### src/rtl/runctl_pkg.sv
package runctl_pkg;
    typedef enum logic [1:0] {
        ST_RESET   = 2'd0,
        ST_SCRUB   = 2'd1,
        ST_HALTED  = 2'd2,
        ST_RUNNING = 2'd3
    } run_state_t;

    localparam int unsigned REG_CTRL    = 0;
    localparam int unsigned REG_ALIAS   = 1;
    localparam int unsigned REG_BOOTVEC = 2;
    localparam int unsigned REG_MBOX0   = 3;
    localparam int unsigned REG_MBOX1   = 4;
    localparam int unsigned REG_CORESEL = 5;

    localparam int unsigned CTL_START    = 0;
    localparam int unsigned CTL_HALTED   = 1;
    localparam int unsigned CTL_ALIAS_EN = 2;
    localparam int unsigned CTL_SCRUBBED = 3;

    localparam int unsigned NUM_MBOX = 2;
endpackage

### src/rtl/runctl_fsm.sv
module runctl_fsm
    import runctl_pkg::*;
#(
    parameter int unsigned SCRUB_CYCLES = 16
) (
    input  logic       clk,
    input  logic       rst_n,
    input  logic       start_req,
    input  logic       halt_pulse,
    output run_state_t state,
    output logic       halted,
    output logic       running,
    output logic       scrub_done,
    output logic       core_start
);
    localparam int unsigned CNT_W = $clog2(SCRUB_CYCLES + 1);
    localparam logic [CNT_W-1:0] CNT_LAST = CNT_W'(SCRUB_CYCLES - 1);
    localparam logic [CNT_W-1:0] CNT_LIM  = CNT_W'(SCRUB_CYCLES);

    run_state_t       state_d;
    logic [CNT_W-1:0] scrub_cnt;
    logic             go;

    always_comb begin
        state_d = state;
        go      = 1'b0;
        unique case (state)
            ST_RESET:   state_d = ST_SCRUB;
            ST_SCRUB:   if (scrub_cnt == CNT_LAST) state_d = ST_HALTED;
            ST_HALTED:  if (start_req) begin
                            state_d = ST_RUNNING;
                            go      = 1'b1;
                        end
            ST_RUNNING: if (halt_pulse) state_d = ST_HALTED;
        endcase
    end

    // State register process
    always_ff @(posedge clk) begin
        if (!rst_n) begin
            state      <= ST_RESET;
            scrub_cnt  <= '0;
            core_start <= 1'b0;
        end else begin
            state      <= state_d;
            core_start <= go;
            if (state == ST_SCRUB) scrub_cnt <= scrub_cnt + 1'b1;
            else                   scrub_cnt <= '0;
        end
    end

    // Output process
    always_comb begin
        halted     = 1'b0;
        running    = 1'b0;
        scrub_done = 1'b0;
        unique case (state)
            ST_RESET, ST_SCRUB: ;
            ST_HALTED:  begin halted  = 1'b1; scrub_done = 1'b1; end
            ST_RUNNING: begin running = 1'b1; scrub_done = 1'b1; end
        endcase
    end

    assert_scrub_bound_R2: assert property (@(posedge clk) disable iff (!rst_n)
        (state == ST_SCRUB) |-> (scrub_cnt < CNT_LIM));

    assert_run_after_scrub_R3: assert property (@(posedge clk) disable iff (!rst_n)
        (state == ST_RUNNING) |-> ($past(state) == ST_HALTED || $past(state) == ST_RUNNING));

    assert_start_pulse_R4: assert property (@(posedge clk) disable iff (!rst_n)
        core_start |-> (state == ST_RUNNING && $past(state) == ST_HALTED));

    assert_halt_returns_R6: assert property (@(posedge clk) disable iff (!rst_n)
        (state == ST_RUNNING && halt_pulse) |=> (state == ST_HALTED && !core_start));

    assert_state_excl_R7: assert property (@(posedge clk) disable iff (!rst_n)
        $onehot0({halted, running}));
endmodule

### src/rtl/runctl_regs.sv
module runctl_regs
    import runctl_pkg::*;
#(
    parameter int unsigned DATA_W = 32,
    parameter int unsigned ADDR_W = 3
) (
    input  logic                          clk,
    input  logic                          rst_n,
    input  logic                          host_wr,
    input  logic [ADDR_W-1:0]             host_addr,
    input  logic [DATA_W-1:0]             host_wdata,
    input  logic                          halted,
    input  logic                          scrub_done,
    input  logic [NUM_MBOX-1:0][DATA_W-1:0] mb_q,
    output logic                          start_req,
    output logic [NUM_MBOX-1:0]           host_mb_we,
    output logic [DATA_W-1:0]             boot_addr,
    output logic                          core_sel,
    output logic [DATA_W-1:0]             rdata
);
    localparam logic [ADDR_W-1:0] A_CTRL    = ADDR_W'(REG_CTRL);
    localparam logic [ADDR_W-1:0] A_ALIAS   = ADDR_W'(REG_ALIAS);
    localparam logic [ADDR_W-1:0] A_BOOTVEC = ADDR_W'(REG_BOOTVEC);
    localparam logic [ADDR_W-1:0] A_CORESEL = ADDR_W'(REG_CORESEL);

    logic alias_en;
    logic wr_ctrl, wr_alias;

    assign wr_ctrl  = host_wr && (host_addr == A_CTRL);
    assign wr_alias = host_wr && (host_addr == A_ALIAS);

    // Start gate: only the path selected by the alias-enable flag counts
    assign start_req = host_wdata[CTL_START] &&
                       (alias_en ? wr_alias : wr_ctrl);

    for (genvar i = 0; i < NUM_MBOX; i++) begin : g_mb_dec
        assign host_mb_we[i] = host_wr && (host_addr == ADDR_W'(REG_MBOX0 + i));
    end

    always_ff @(posedge clk) begin
        if (!rst_n) begin
            alias_en  <= 1'b0;
            boot_addr <= '0;
            core_sel  <= 1'b0;
        end else begin
            if (wr_ctrl) alias_en <= host_wdata[CTL_ALIAS_EN];
            if (host_wr && host_addr == A_BOOTVEC) boot_addr <= host_wdata;
            if (host_wr && host_addr == A_CORESEL) core_sel  <= host_wdata[0];
        end
    end

    always_comb begin
        rdata = '0;
        if (host_addr == A_CTRL || host_addr == A_ALIAS) begin
            rdata[CTL_HALTED]   = halted;
            rdata[CTL_ALIAS_EN] = alias_en;
            rdata[CTL_SCRUBBED] = scrub_done;
        end else if (host_addr == A_BOOTVEC) begin
            rdata = boot_addr;
        end else if (host_addr == A_CORESEL) begin
            rdata[0] = core_sel;
        end else begin
            for (int i = 0; i < NUM_MBOX; i++)
                if (host_addr == ADDR_W'(REG_MBOX0 + i)) rdata = mb_q[i];
        end
    end

    assert_bootvec_hold_R11: assert property (@(posedge clk) disable iff (!rst_n)
        !(host_wr && host_addr == A_BOOTVEC) |=> $stable(boot_addr));
endmodule

### src/rtl/runctl_mbox.sv
module runctl_mbox #(
    parameter int unsigned DATA_W = 32
) (
    input  logic              clk,
    input  logic              rst_n,
    input  logic              host_prio,
    input  logic              host_we,
    input  logic [DATA_W-1:0] host_data,
    input  logic              core_we,
    input  logic [DATA_W-1:0] core_data,
    output logic [DATA_W-1:0] q
);
    always_ff @(posedge clk) begin
        if (!rst_n) begin
            q <= '0;
        end else if (host_we && core_we) begin
            q <= host_prio ? host_data : core_data;
        end else if (host_we) begin
            q <= host_data;
        end else if (core_we) begin
            q <= core_data;
        end
    end

    assert_host_wins_R9: assert property (@(posedge clk) disable iff (!rst_n)
        (host_prio && host_we) |=> (q == $past(host_data)));

    assert_core_wins_R10: assert property (@(posedge clk) disable iff (!rst_n)
        (!host_prio && core_we) |=> (q == $past(core_data)));

    assert_mbox_hold_R8: assert property (@(posedge clk) disable iff (!rst_n)
        (!host_we && !core_we) |=> $stable(q));
endmodule

### src/rtl/mcu_runctl.sv
module mcu_runctl
    import runctl_pkg::*;
#(
    parameter int unsigned DATA_W       = 32,
    parameter int unsigned ADDR_W       = 3,
    parameter int unsigned SCRUB_CYCLES = 16
) (
    input  logic              clk,
    input  logic              rst_n,
    input  logic              host_wr,
    input  logic [ADDR_W-1:0] host_addr,
    input  logic [DATA_W-1:0] host_wdata,
    output logic [DATA_W-1:0] host_rdata,
    input  logic              core_halt,
    input  logic [1:0]        core_mb_we,
    input  logic [DATA_W-1:0] core_mb_wdata0,
    input  logic [DATA_W-1:0] core_mb_wdata1,
    output logic              core_run,
    output logic              core_start,
    output logic [DATA_W-1:0] core_boot_addr,
    output logic              core_sel,
    output logic [DATA_W-1:0] core_mbox0,
    output logic [DATA_W-1:0] core_mbox1
);
    run_state_t                    state;
    logic                          halted, scrub_done, start_req;
    logic [NUM_MBOX-1:0]           host_mb_we;
    logic [NUM_MBOX-1:0][DATA_W-1:0] mb_q;
    logic [NUM_MBOX-1:0][DATA_W-1:0] core_wd;

    assign core_wd[0] = core_mb_wdata0;
    assign core_wd[1] = core_mb_wdata1;

    runctl_fsm #(.SCRUB_CYCLES(SCRUB_CYCLES)) u_fsm (
        .clk        (clk),
        .rst_n      (rst_n),
        .start_req  (start_req),
        .halt_pulse (core_halt),
        .state      (state),
        .halted     (halted),
        .running    (core_run),
        .scrub_done (scrub_done),
        .core_start (core_start)
    );

    runctl_regs #(.DATA_W(DATA_W), .ADDR_W(ADDR_W)) u_regs (
        .clk        (clk),
        .rst_n      (rst_n),
        .host_wr    (host_wr),
        .host_addr  (host_addr),
        .host_wdata (host_wdata),
        .halted     (halted),
        .scrub_done (scrub_done),
        .mb_q       (mb_q),
        .start_req  (start_req),
        .host_mb_we (host_mb_we),
        .boot_addr  (core_boot_addr),
        .core_sel   (core_sel),
        .rdata      (host_rdata)
    );

    for (genvar i = 0; i < NUM_MBOX; i++) begin : g_mbox
        runctl_mbox #(.DATA_W(DATA_W)) u_mbox (
            .clk       (clk),
            .rst_n     (rst_n),
            .host_prio (halted),
            .host_we   (host_mb_we[i]),
            .host_data (host_wdata),
            .core_we   (core_mb_we[i]),
            .core_data (core_wd[i]),
            .q         (mb_q[i])
        );
    end

    assign core_mbox0 = mb_q[0];
    assign core_mbox1 = mb_q[1];

    assert_start_needs_halted_R4: assert property (@(posedge clk) disable iff (!rst_n)
        $rose(core_run) |-> $past(state) == ST_HALTED);
endmodule

### config.mk
export PLATFORM = sky130hd
export DESIGN_NAME = mcu_runctl
export DESIGN_NICKNAME = d
export VERILOG_FILES = /design/src/rtl/runctl_pkg.sv /design/src/rtl/runctl_fsm.sv /design/src/rtl/runctl_regs.sv /design/src/rtl/runctl_mbox.sv /design/src/rtl/mcu_runctl.sv
export SDC_FILE = /design/constraint.sdc
export NUM_CORES = 1
export LEC_CHECK = 0
export BUFFER_PORTS_ARGS = -buffer_cell sky130_fd_sc_hd__clkbuf_2
export CAP_MARGIN = 10
export CORE_ASPECT_RATIO = 1.75
export CORE_UTILIZATION = 45
export CTS_CLUSTER_DIAMETER = 60
export CTS_CLUSTER_SIZE = 12
export DETAILED_ROUTE_END_ITERATION = 12
export HOLD_SLACK_MARGIN = 0.1
export PLACE_DENSITY = 0.85
export SKIP_CTS_REPAIR_TIMING = 1
export SLEW_MARGIN = 20
export SYNTH_ARGS = -nofsm -noshare
export SYNTH_HDL_FRONTEND = slang
export SYNTH_SLANG_ARGS = --single-unit
### constraint.sdc
create_clock -name clk -period 2.96 [get_ports clk]
set_input_delay 0.592 -clock clk [delete_from_list [all_inputs] [get_ports clk]]
set_output_delay 0.592 -clock clk [all_outputs]
set_load 0.05 [all_outputs]
==> results.cfg <==
[pwr]
power_density_mw_per_mm2 = 469
seqPwrFrac_pct = 43.3
p_switching_mw = 1.32
intPower_mw = 2.35
peakVddDrop_uv = 273
power_frac_comb_pct = 25.9
power.total_mw = 3.67
p_clk_share_pct = 30.8
leakage_nw = 3.54
switching_share_pct = 35.9

[min_path]
hold_depth = 1
hold_start = u_fsm.scrub_cnt[0]
worstHoldPathType = reg2reg
min_to = u_fsm.scrub_cnt[0]

[critical_path]
r2r_cells = 5
cpMaxStageDelayCell = clkbuf_2
worst-path-max-fanout = 19
critPathMaxStageDelay_ns = 0.31
worstPathRequired_ns = 2.37
reg2reg_to = g_mbox[1].u_mbox.q[5]
r2r_start = u_fsm.state[0]
critPathLaunchType = input pin
arrival_ns = 2.02
path_cells = clkbuf_2 -> nor2b_4 -> buf_4 -> a22oi_1 -> o21ai_1 -> buf_12
crit_path_end_kind = output pin
crit_type = in2out
worst-r2r-setup-slack_ns = 1.14

[yosys]
synth_cell_types = 41
synth_area_mm2 = 0.00617
avgSynthCellArea_um2 = 7.15
synth_cells = 863
synth_nets = 970
yosysWarningCount = 0
synth_seq_cells = 106
ys_seq_area_share_pct = 34.4

[drt]
drcViolationCount = 0
drt-total-wl_um = 23500
dr.pass1.iters = 5
wl_per_cell_um = 19.0
drtIter0Drc = 637
vias_per_cell = 6.06
vias = 7479
drtAntennaViolNets = 0

[clocking]
cts-htree-levels = 3
cts_tree = yes
path_clk_slew_ns = 0.07
cts_buffers = 9
clock_tree.root_cell = clkbuf_16
clk_latency_ns = 0.34
clkSinkCount = 106
clockBufferDepth = 2

[final_layout]
instances_no_fill = 1235
fillers = 1231
final_common_cell = clkbuf_2
mostFrequentLayoutCells = clkbuf_2, nand2_1, dfxtp_1
antennaDiodeCount = 0
nNetsFinal = 1163
syn2layout_area_growth_pct = 26.9
design_area_mm2 = 0.00784
drive_gt1_share_pct = 27.5
final_core_util_pct = 58.5

[sta]
worst_slew_pin_slew_ns = 0.860
period_share_pct = 88.2
setup_viol = 0
max_freq_ghz = 0.383
drv_slew = 0
clock_skew_ns = 0.00760
setup-tns-final_ns = 0
fin_crit_ns = 2.61
rsz0062_at_grt = no
finalHoldViolCount = 0
slew_headroom_pct = 42.6

[outcome]
status = finished clean

[floorplanning]
core_mm2 = 0.0134
dieArea_mm2 = 0.0142
die_w_um = 90.6
die_y_um = 157
ios = 236
std_cell_rows = 56
start_util_pct = 46.1

[grt]
grt_use_total_pct = 32.4
grt_antenna_before_repair = 0
grt_pass1_vias = 7164
overflow = 0
grt_start_max_net_pins = 55
grt_pass1_wl_um = 36300

[placement]
place_inst = 1219
placed_area_mm2 = 0.00756
routabilityCongestion = 0.867
port_buffers = 235
dp_hpwl_um = 16300

[flow_run]
cap_viol_max_count = 0
synthesized netlist by cell type, drive strengths merged:
cell	instances	area, um^2
nand3	2	10.0
o211a	1	10.0
o22ai	30	188
a21o	30	225
xor2	2	17.5
nor4b	1	8.76
nand4bb	2	22.5
xnor2	1	8.76
mux2i	2	20.0
a32oi	1	8.76
nor2	30	113
nand3b	1	7.51
mux2	1	11.3
o21ai	103	516
a22oi	28	210
ha	2	25.0
dfxtp	106	2120
a21boi	32	240
nand2	194	728
nor4bb	1	10.0
clkbuf	54	204
nor2b	16	100
o32a	3	30.0
o221a	34	383
and4bb	1	12.5
inv	44	165
and4b	1	10.0
and3	2	12.5
buf	29	186
o21a	2	15.0
and2	2	12.5
a21oi	92	460
nand2b	11	68.8
or2	2	12.5
worst max path at each step:
stage	startpoint	end	slack [ns]	cells after the start
2_1_floorplan	host_addr[1]	host_rdata[11]	0.30	5
3_3_place_gp	host_addr[2]	host_rdata[13]	0.42	6
3_5_place_dp	host_addr[2]	host_rdata[29]	0.37	6
4_1_cts	host_addr[2]	host_rdata[13]	0.36	6
5_1_grt	host_addr[2]	host_rdata[13]	0.26	6
6_report	host_addr[2]	host_rdata[29]	0.35	6
per-stage QoR:
stage          hold WS, ns  setup WS [ns]
3_5_place_dp         0.441          0.371
2_1_floorplan        0.418          0.304
3_3_place_gp         0.432          0.420
6_report             0.454          0.348
5_1_grt              0.477          0.257
4_1_cts              0.458          0.359
layout make-up:
type,count,area (um^2),area share (%)
clock inverters,6,42.5,0.543
repair buffers,265,1520,19.4
inverters,44,165,2.11
flip-flops and latches,106,2120,27.1
clock buffers,10,229,2.92
well taps,174,218,2.78
multi-input cells,630,3540,45.2
critical path, delay by kind of cell:
kind            cells  cell delay [ns]
buf+inv             3             0.78
compound gates      2             0.40
simple gates        1             0.24
metal layers:
layer,global-route usage (%),wire length (um),vias up
met4,22.0,1470,0
met5,0,0,-
li1,-,-,3389
met1,37.9,8690,3426
met2,54.8,11300,541
met3,4.44,2080,123
power by group through the flow:
| stage | Sequential [mW] | Clock, mW | Combinational [mW] |
|---|---|---|---|
| after floorplan | 1.87 | 0 | 0.369 |
| after global placement | 1.62 | 0 | 0.926 |
| after detailed placement | 1.62 | 0 | 0.941 |
| after CTS | 1.59 | 1.14 | 0.943 |
| after global routing | 1.60 | 1.20 | 1.01 |
| final | 1.59 | 1.13 | 0.952 |
flip-flops by register name, summed over array words and instances (netlist names):
signal and count:
u_fsm.scrub_cnt 5, g_mbox.u_mbox.q 64, u_regs.boot_addr 32, u_fsm.state 2, u_fsm.core_start 1, u_regs.alias_en 1
u_regs.core_sel 1
kinds of logic after synthesis:
group,share of synthesized area (%)
AO/OA/AOI/OAI,37.0
AND/OR/NAND/NOR,18.3
buffers and inverters,9.00
flip-flops,34.4
XOR/XNOR,0.426
multiplexers,0.507
adder cells (fa/ha/maj),0.405
(Power assumes the default switching activity.)
